### config.mk
export PLATFORM = sky130hd
export DESIGN_NAME = mem_window_decoder
export DESIGN_NICKNAME = d
export VERILOG_FILES = /design/src/rtl/mwd_pkg.sv /design/src/rtl/mwd_window_reg.sv /design/src/rtl/mwd_range_cmp.sv /design/src/rtl/mem_window_decoder.sv
export SDC_FILE = /design/constraint.sdc
export NUM_CORES = 1
export LEC_CHECK = 0
export CORE_MARGIN = 10
export CORE_UTILIZATION = 50
export DETAILED_ROUTE_END_ITERATION = 16
export MAX_ROUTING_LAYER = met4
export PLACE_DENSITY = 0.87
export SLEW_MARGIN = 20
export SYNTH_ARGS = -nofsm -noshare
export SYNTH_HDL_FRONTEND = slang
export SYNTH_SLANG_ARGS = --single-unit
export TNS_END_PERCENT = 50
### constraint.sdc
create_clock -name clk -period 3.6 [get_ports clk]
set_input_delay 0.72 -clock clk [delete_from_list [all_inputs] [get_ports clk]]
set_output_delay 0.72 -clock clk [all_outputs]
set_load 0.005 [all_outputs]
### src/rtl/mwd_pkg.sv
package mwd_pkg;
  localparam int ADDR_W  = 32;
  localparam int DATA_W  = 32;
  localparam int OFS_W   = 8;
  localparam int FLD_W   = 12;
  localparam int NUM_WIN = 2;
  localparam int NUM_BE  = DATA_W / 8;
  localparam int LO_POS  = 4;
  localparam int HI_POS  = 20;

  localparam logic [DATA_W-1:0] WR_MASK =
    {{FLD_W{1'b1}}, 4'h0, {FLD_W{1'b1}}, 4'h0};

  typedef struct packed {
    logic [FLD_W-1:0] lo;
    logic [FLD_W-1:0] hi;
  } win_bounds_t;

  function automatic logic [OFS_W-1:0] win_offset(input int w);
    return OFS_W'(8'h20 + 4 * w);
  endfunction

  function automatic logic [DATA_W-1:0] win_fixed(input int w);
    return (w == 1) ? 32'h0001_0001 : 32'h0000_0000;
  endfunction
endpackage

### src/rtl/mwd_window_reg.sv
module mwd_window_reg
  import mwd_pkg::*;
#(
  parameter logic [OFS_W-1:0]  OFFSET = 8'h20,
  parameter logic [DATA_W-1:0] FIXED  = '0
) (
  input  logic              clk,
  input  logic              rst_n,
  input  logic [OFS_W-1:0]  cfg_addr,
  input  logic              cfg_we,
  input  logic [NUM_BE-1:0] cfg_be,
  input  logic [DATA_W-1:0] cfg_wdata,
  output logic              sel_o,
  output logic [DATA_W-1:0] rdata_o,
  output win_bounds_t       bounds_o
);
  localparam logic [DATA_W-1:0] FIX_MASK = ~WR_MASK;

  logic [DATA_W-1:0] img_q, img_d;
  logic              wr_en;

  assign sel_o = (cfg_addr == OFFSET);
  assign wr_en = sel_o && cfg_we;

  always_comb begin
    img_d = img_q;
    if (wr_en) begin
      for (int b = 0; b < NUM_BE; b++) begin
        if (cfg_be[b]) begin
          img_d[8*b +: 8] = cfg_wdata[8*b +: 8] & WR_MASK[8*b +: 8];
        end
      end
    end
  end

  always_ff @(posedge clk or negedge rst_n) begin
    if (!rst_n) begin
      img_q <= '0;
    end else if (wr_en) begin
      img_q <= img_d;
    end
  end

  assign bounds_o.lo = img_q[LO_POS +: FLD_W];
  assign bounds_o.hi = img_q[HI_POS +: FLD_W];
  assign rdata_o     = sel_o ? ((img_q & WR_MASK) | (FIXED & FIX_MASK)) : '0;

  // the stored word moves only on a write to this offset
  p_hold_without_write_r10: assert property (@(posedge clk) disable iff (!rst_n)
    !wr_en |=> $stable(img_q));
endmodule

### src/rtl/mwd_range_cmp.sv
module mwd_range_cmp
  import mwd_pkg::*;
(
  input  logic [ADDR_W-1:0] addr,
  input  win_bounds_t       bounds,
  output logic              hit
);
  logic [FLD_W-1:0] page;
  logic             above_lo, below_hi;

  assign page     = addr[ADDR_W-1 -: FLD_W];
  assign above_lo = (page >= bounds.lo);
  assign below_hi = (page <  bounds.hi);
  assign hit      = above_lo && below_hi;
endmodule

### src/rtl/mem_window_decoder.sv
module mem_window_decoder
  import mwd_pkg::*;
(
  input  logic              clk,
  input  logic              rst_n,
  input  logic [7:0]        cfg_addr,
  input  logic              cfg_we,
  input  logic [3:0]        cfg_be,
  input  logic [31:0]       cfg_wdata,
  output logic [31:0]       cfg_rdata,
  input  logic              mem_en,
  input  logic              bus_master_en,
  input  logic [31:0]       dn_addr,
  output logic              dn_fwd,
  input  logic [31:0]       up_addr,
  output logic              up_accept
);
  logic [NUM_WIN-1:0] dn_hit, up_hit, win_sel;
  logic [DATA_W-1:0]  win_rd [NUM_WIN];
  win_bounds_t        win_bnd [NUM_WIN];

  for (genvar w = 0; w < NUM_WIN; w++) begin : g_win
    mwd_window_reg #(
      .OFFSET (win_offset(w)),
      .FIXED  (win_fixed(w))
    ) u_reg (
      .clk       (clk),
      .rst_n     (rst_n),
      .cfg_addr  (cfg_addr),
      .cfg_we    (cfg_we),
      .cfg_be    (cfg_be),
      .cfg_wdata (cfg_wdata),
      .sel_o     (win_sel[w]),
      .rdata_o   (win_rd[w]),
      .bounds_o  (win_bnd[w])
    );

    mwd_range_cmp u_dn_cmp (
      .addr   (dn_addr),
      .bounds (win_bnd[w]),
      .hit    (dn_hit[w])
    );

    mwd_range_cmp u_up_cmp (
      .addr   (up_addr),
      .bounds (win_bnd[w]),
      .hit    (up_hit[w])
    );

    // an inverted or zero-size window matches nothing in either direction
    p_empty_no_hit_r6: assert property (@(posedge clk) disable iff (!rst_n)
      (win_bnd[w].lo >= win_bnd[w].hi) |-> (!dn_hit[w] && !up_hit[w]));
  end

  always_comb begin
    cfg_rdata = '0;
    for (int w = 0; w < NUM_WIN; w++) begin
      cfg_rdata = cfg_rdata | win_rd[w];
    end
  end

  assign dn_fwd    = mem_en && (|dn_hit);
  assign up_accept = bus_master_en && !(|up_hit);

  p_fwd_needs_mse_r7: assert property (@(posedge clk) disable iff (!rst_n)
    dn_fwd |-> mem_en);
  p_accept_needs_bme_r8: assert property (@(posedge clk) disable iff (!rst_n)
    up_accept |-> bus_master_en);
  // the same address is never both sent down and taken up
  p_dir_exclusive_r8: assert property (@(posedge clk) disable iff (!rst_n)
    (dn_addr == up_addr) |-> !(dn_fwd && up_accept));
  p_unmapped_reads_zero_r9: assert property (@(posedge clk) disable iff (!rst_n)
    (win_sel == '0) |-> (cfg_rdata == '0));
  p_single_select_r9: assert property (@(posedge clk) disable iff (!rst_n)
    $onehot0(win_sel));
endmodule

==> results.py <==
metrics = {
    "outcome": {
        "result_of_the_run": "completed",
    },
    "synthesis": {
        "post_synth_instance_area_sq_um": 4270,
        "synth-edff-count": 0,
        "post_synth_num_cell_types": 38,
        "synthDominantCellAreaShare": 0.281,
        "asyncSetResetFlopFracSynth": 1.00,
        "synth_sequential_area_ratio": 0.281,
        "yosys_warnings": 0,
        "synth.most_common_cell": "ha_1",
        "synth_top_area_cell": "dfrtp_1",
        "syn_inst": 430,
        "number_of_register_bits_inferred_by_synthesis": 48,
        "synthFlopType": "dfrtp_1",
        "post_synthesis_area_per_instance_sq_um": 9.94,
        "synth.cells.most_frequent": "92 x ha_1, 48 x dfrtp_1, 48 x mux2_2, 47 x inv_1, 31 x a21oi_1",
        "synth.area.top_cells": "dfrtp_1 28%, ha_1 27%, mux2_2 13%",
    },
    "layout": {
        "largest_reg_flops": 48,
        "stdcell_area_sq_um": 5560,
        "antenna_cells": 0,
        "final_layout_size_suffix_gt1_frac": 0.165,
        "seqCellArea_sq_um": 1200,
        "design.final.nets": 745,
        "multi_input_area_sq_um": 2820,
        "finish.cell_count_without_fillers": 646,
        "top_reg_by_flops": "g_win.u_reg.img_q",
        "reg.largest.list": "g_win.u_reg.img_q: 48 flops",
        "synthesis_to_layout_area_growth_pct": 30.1,
        "utilization": 0.673,
        "num-fill-cells": 632,
    },
    "die": {
        "initial_utilization": 0.517,
        "die_area_sq_um": 12600,
        "std_cell_core_area_sq_um": 8260,
        "die_width_um": 112,
        "core.rowCount": 33,
        "pin_count": 147,
        "die-height_um": 112,
    },
    "sta": {
        "number_of_pins_exceeding_their_max_slew_limit_in_the_final_report": 0,
        "fin_ws_ns": 0.0758,
        "setup_repair_after_global_routing_missed_its_margin": "yes",
        "maxSlewHeadroom": 0.598,
        "post-route-period-util": 0.979,
        "report.final.hold_viol_count": 0,
        "worst-slew-pin-transition_ns": 0.602,
        "fmaxAchievable_mhz": 284,
        "timing.final.crit_period_ns": 3.52,
        "skew_ns": 0,
        "setup_viol": 0,
    },
    "route": {
        "drt_iter0_markers": 182,
        "post-route-drc-count": 0,
        "vias": 3742,
        "routedWlPerCell_um": 19.3,
        "detail_route.first_pass.iterations": 4,
        "postRouteAntennaNets": 0,
        "routed_wl_mm": 12.4,
        "vias_per_cell": 5.79,
    },
    "critical_path": {
        "criticalPathCategory": "input port to output pin",
        "critPathSlowestCell": "clkdlybuf4s50_1",
        "timing.critical_path.to_type": "output pin",
        "reg2reg_end": "g_win[1].u_reg.img_q[4]",
        "crit_chain": "clkdlybuf4s50_1, inv_1, buf_4, ha_1, nand2b_1, a21oi_1, nor4_1, o31ai_1, o32ai_1, dlygate4sd2_1",
        "critical_path.max_fanout": 2,
        "cp_data_required_time_ns": 2.88,
        "timing.reg2reg.setup_slack_ns": 2.77,
        "critical_path.reg2reg.startpoint": "g_win[1].u_reg.img_q[4]",
        "critPathArrivalTime_ns": 2.80,
        "reg2regPathDepth": 1,
        "timing.critical_path.from_type": "input port",
        "max_stage_delay_ns": 0.49,
    },
    "global_route": {
        "vias_in_the_first_global_route": 4034,
        "globalRouteTotalUtil": 0.196,
        "number_of_antenna_violations_at_the_first_check_in_global_routing": 0,
        "grt_pass1_wl_mm": 19.9,
        "global_route.usage.met1": 0.241,
        "grt_overflow": 0,
        "grtUsageMet2": 0.321,
        "globalRouteMet3Util": 0.0341,
        "global_route.peak_usage_layer": "met2",
        "grt_start_max_net_pins": 49,
    },
    "placed_design": {
        "place_congestion": 0.900,
        "io_buffers": 92,
        "hpwlAfterDp_mm": 10.5,
        "placement.cell_area_sq_um": 5420,
        "numPlacedInstances": 638,
        "preCtsSetupSlack_ns": -0.286,
    },
    "min_path": {
        "path_class_of_the_lowest_slack_min_delay_path": "input port to asynchronous set/reset pin",
    },
    "cts": {
        "worstSkewPairLatency_ns": 0.30,
        "clkTransAtPathRegs_ns": 0.09,
        "cts_made_buffers": 5,
        "cts_tree": "built",
        "htree_levels": 2,
        "cts.sinks": 48,
        "hold_buffers": 0,
        "ctsLongestPathBuffers": 2,
        "clock_tree.root_cell": "clkbuf_8",
    },
    "flow_run": {
        "maxCapViolations": 0,
    },
    "pwr": {
        "total_power_mw": 1.29,
        "vdd_ir_drop_max_mv": 0.194,
        "p_per_cell_area_nw_per_um2": 232,
        "leakage_nw": 2.50,
    },
}
## layout by cell type, fill, tap and decap left out, types with 3 or more instances in the layout
cell type,Yosys,layout
ha_1,92,92
clkdlybuf4s50_1,0,83
mux2_2,48,48
dfrtp_1,48,48
inv_1,47,47
a21oi_1,31,31
a22o_1,24,24
buf_4,11,23
nand2_1,22,22
o21ai_0,20,19
nor2_1,14,14
nand4_1,7,7
dlygate4sd2_1,0,7
and3_1,6,6
conb_1,1,6
nor3_1,5,5
nor2b_1,5,5
a21o_1,5,5
clkbuf_8,0,5
o2111ai_1,4,4
a211oi_1,3,3
nand2b_1,3,3
o21a_1,3,3
nand3_1,3,3
nand3_2,3,3
## worst max-delay path by stage
| stage | from | endpoint | slack (ns) | depth (start not counted) |
|---|---|---|---|---|
| floorplan | dn_addr[22] | dn_fwd | 1.01 | 6 |
| global placement | dn_addr[22] | dn_fwd | -0.20 | 8 |
| detailed placement | dn_addr[22] | dn_fwd | -0.29 | 8 |
| CTS | up_addr[20] | up_accept | -0.08 | 9 |
| global route | dn_addr[20] | dn_fwd | -0.03 | 10 |
| finish | dn_addr[20] | dn_fwd | 0.08 | 10 |
## critical path, delay by kind of cell
kind	cells	cell delay, ns
AOI/OAI and AO/OA	3	0.60
buffers and inverters	4	1.00
and+or+nand+nor	2	0.22
adders and majority gates	1	0.27
## through the flow
stage               hold slack [ns]  setup TNS (ns)
floorplan                     0.424               0
global placement              0.515          -0.338
finish                        0.414               0
detailed placement            0.522          -0.424
global route                  0.461         -0.0312
CTS                           0.545         -0.0792
## cells by family (layout without fill, tap and decap cells)
family          after synthesis  count (layout)  synth area share
simple gates                 76              76            0.0972
buf+inv                      65             171            0.0700
flops                        48              48             0.281
fa+ha+maj                    92              92             0.269
compound gates              100             100             0.155
other cells                   1               6          0.000878
mux                          48              48             0.127
## what timing repair did
item | 4_1_cts | 5_1_grt
endpoints found under the setup margin | 2 | 2
pin swaps | 3 | 2
buffers inserted | 0 | 0
resized for setup | 11 | 2
## where the power goes
part	switching [mW]	internal (mW)	total [mW]
clock	0.194	0.209	0.404
sequential	0.0126	0.553	0.566
combinational	0.155	0.164	0.318
## layout make-up
type | count | area share
Timing Repair Buffer | 116 | 0.201
Multi-Input combinational cell | 322 | 0.507
Clock inverter | 3 | 0.00833
Inverter | 47 | 0.0317
Tap cell | 105 | 0.0236
Sequential cell | 48 | 0.216
Clock buffer | 5 | 0.0124
## per-layer routing
metal	routed length, um	vias up
met5	0	-
met4	210	0
met3	726	19
met2	6020	130
met1	5490	1810
li1	-	1783
Note: power is estimated with default switching activity, not from simulation.
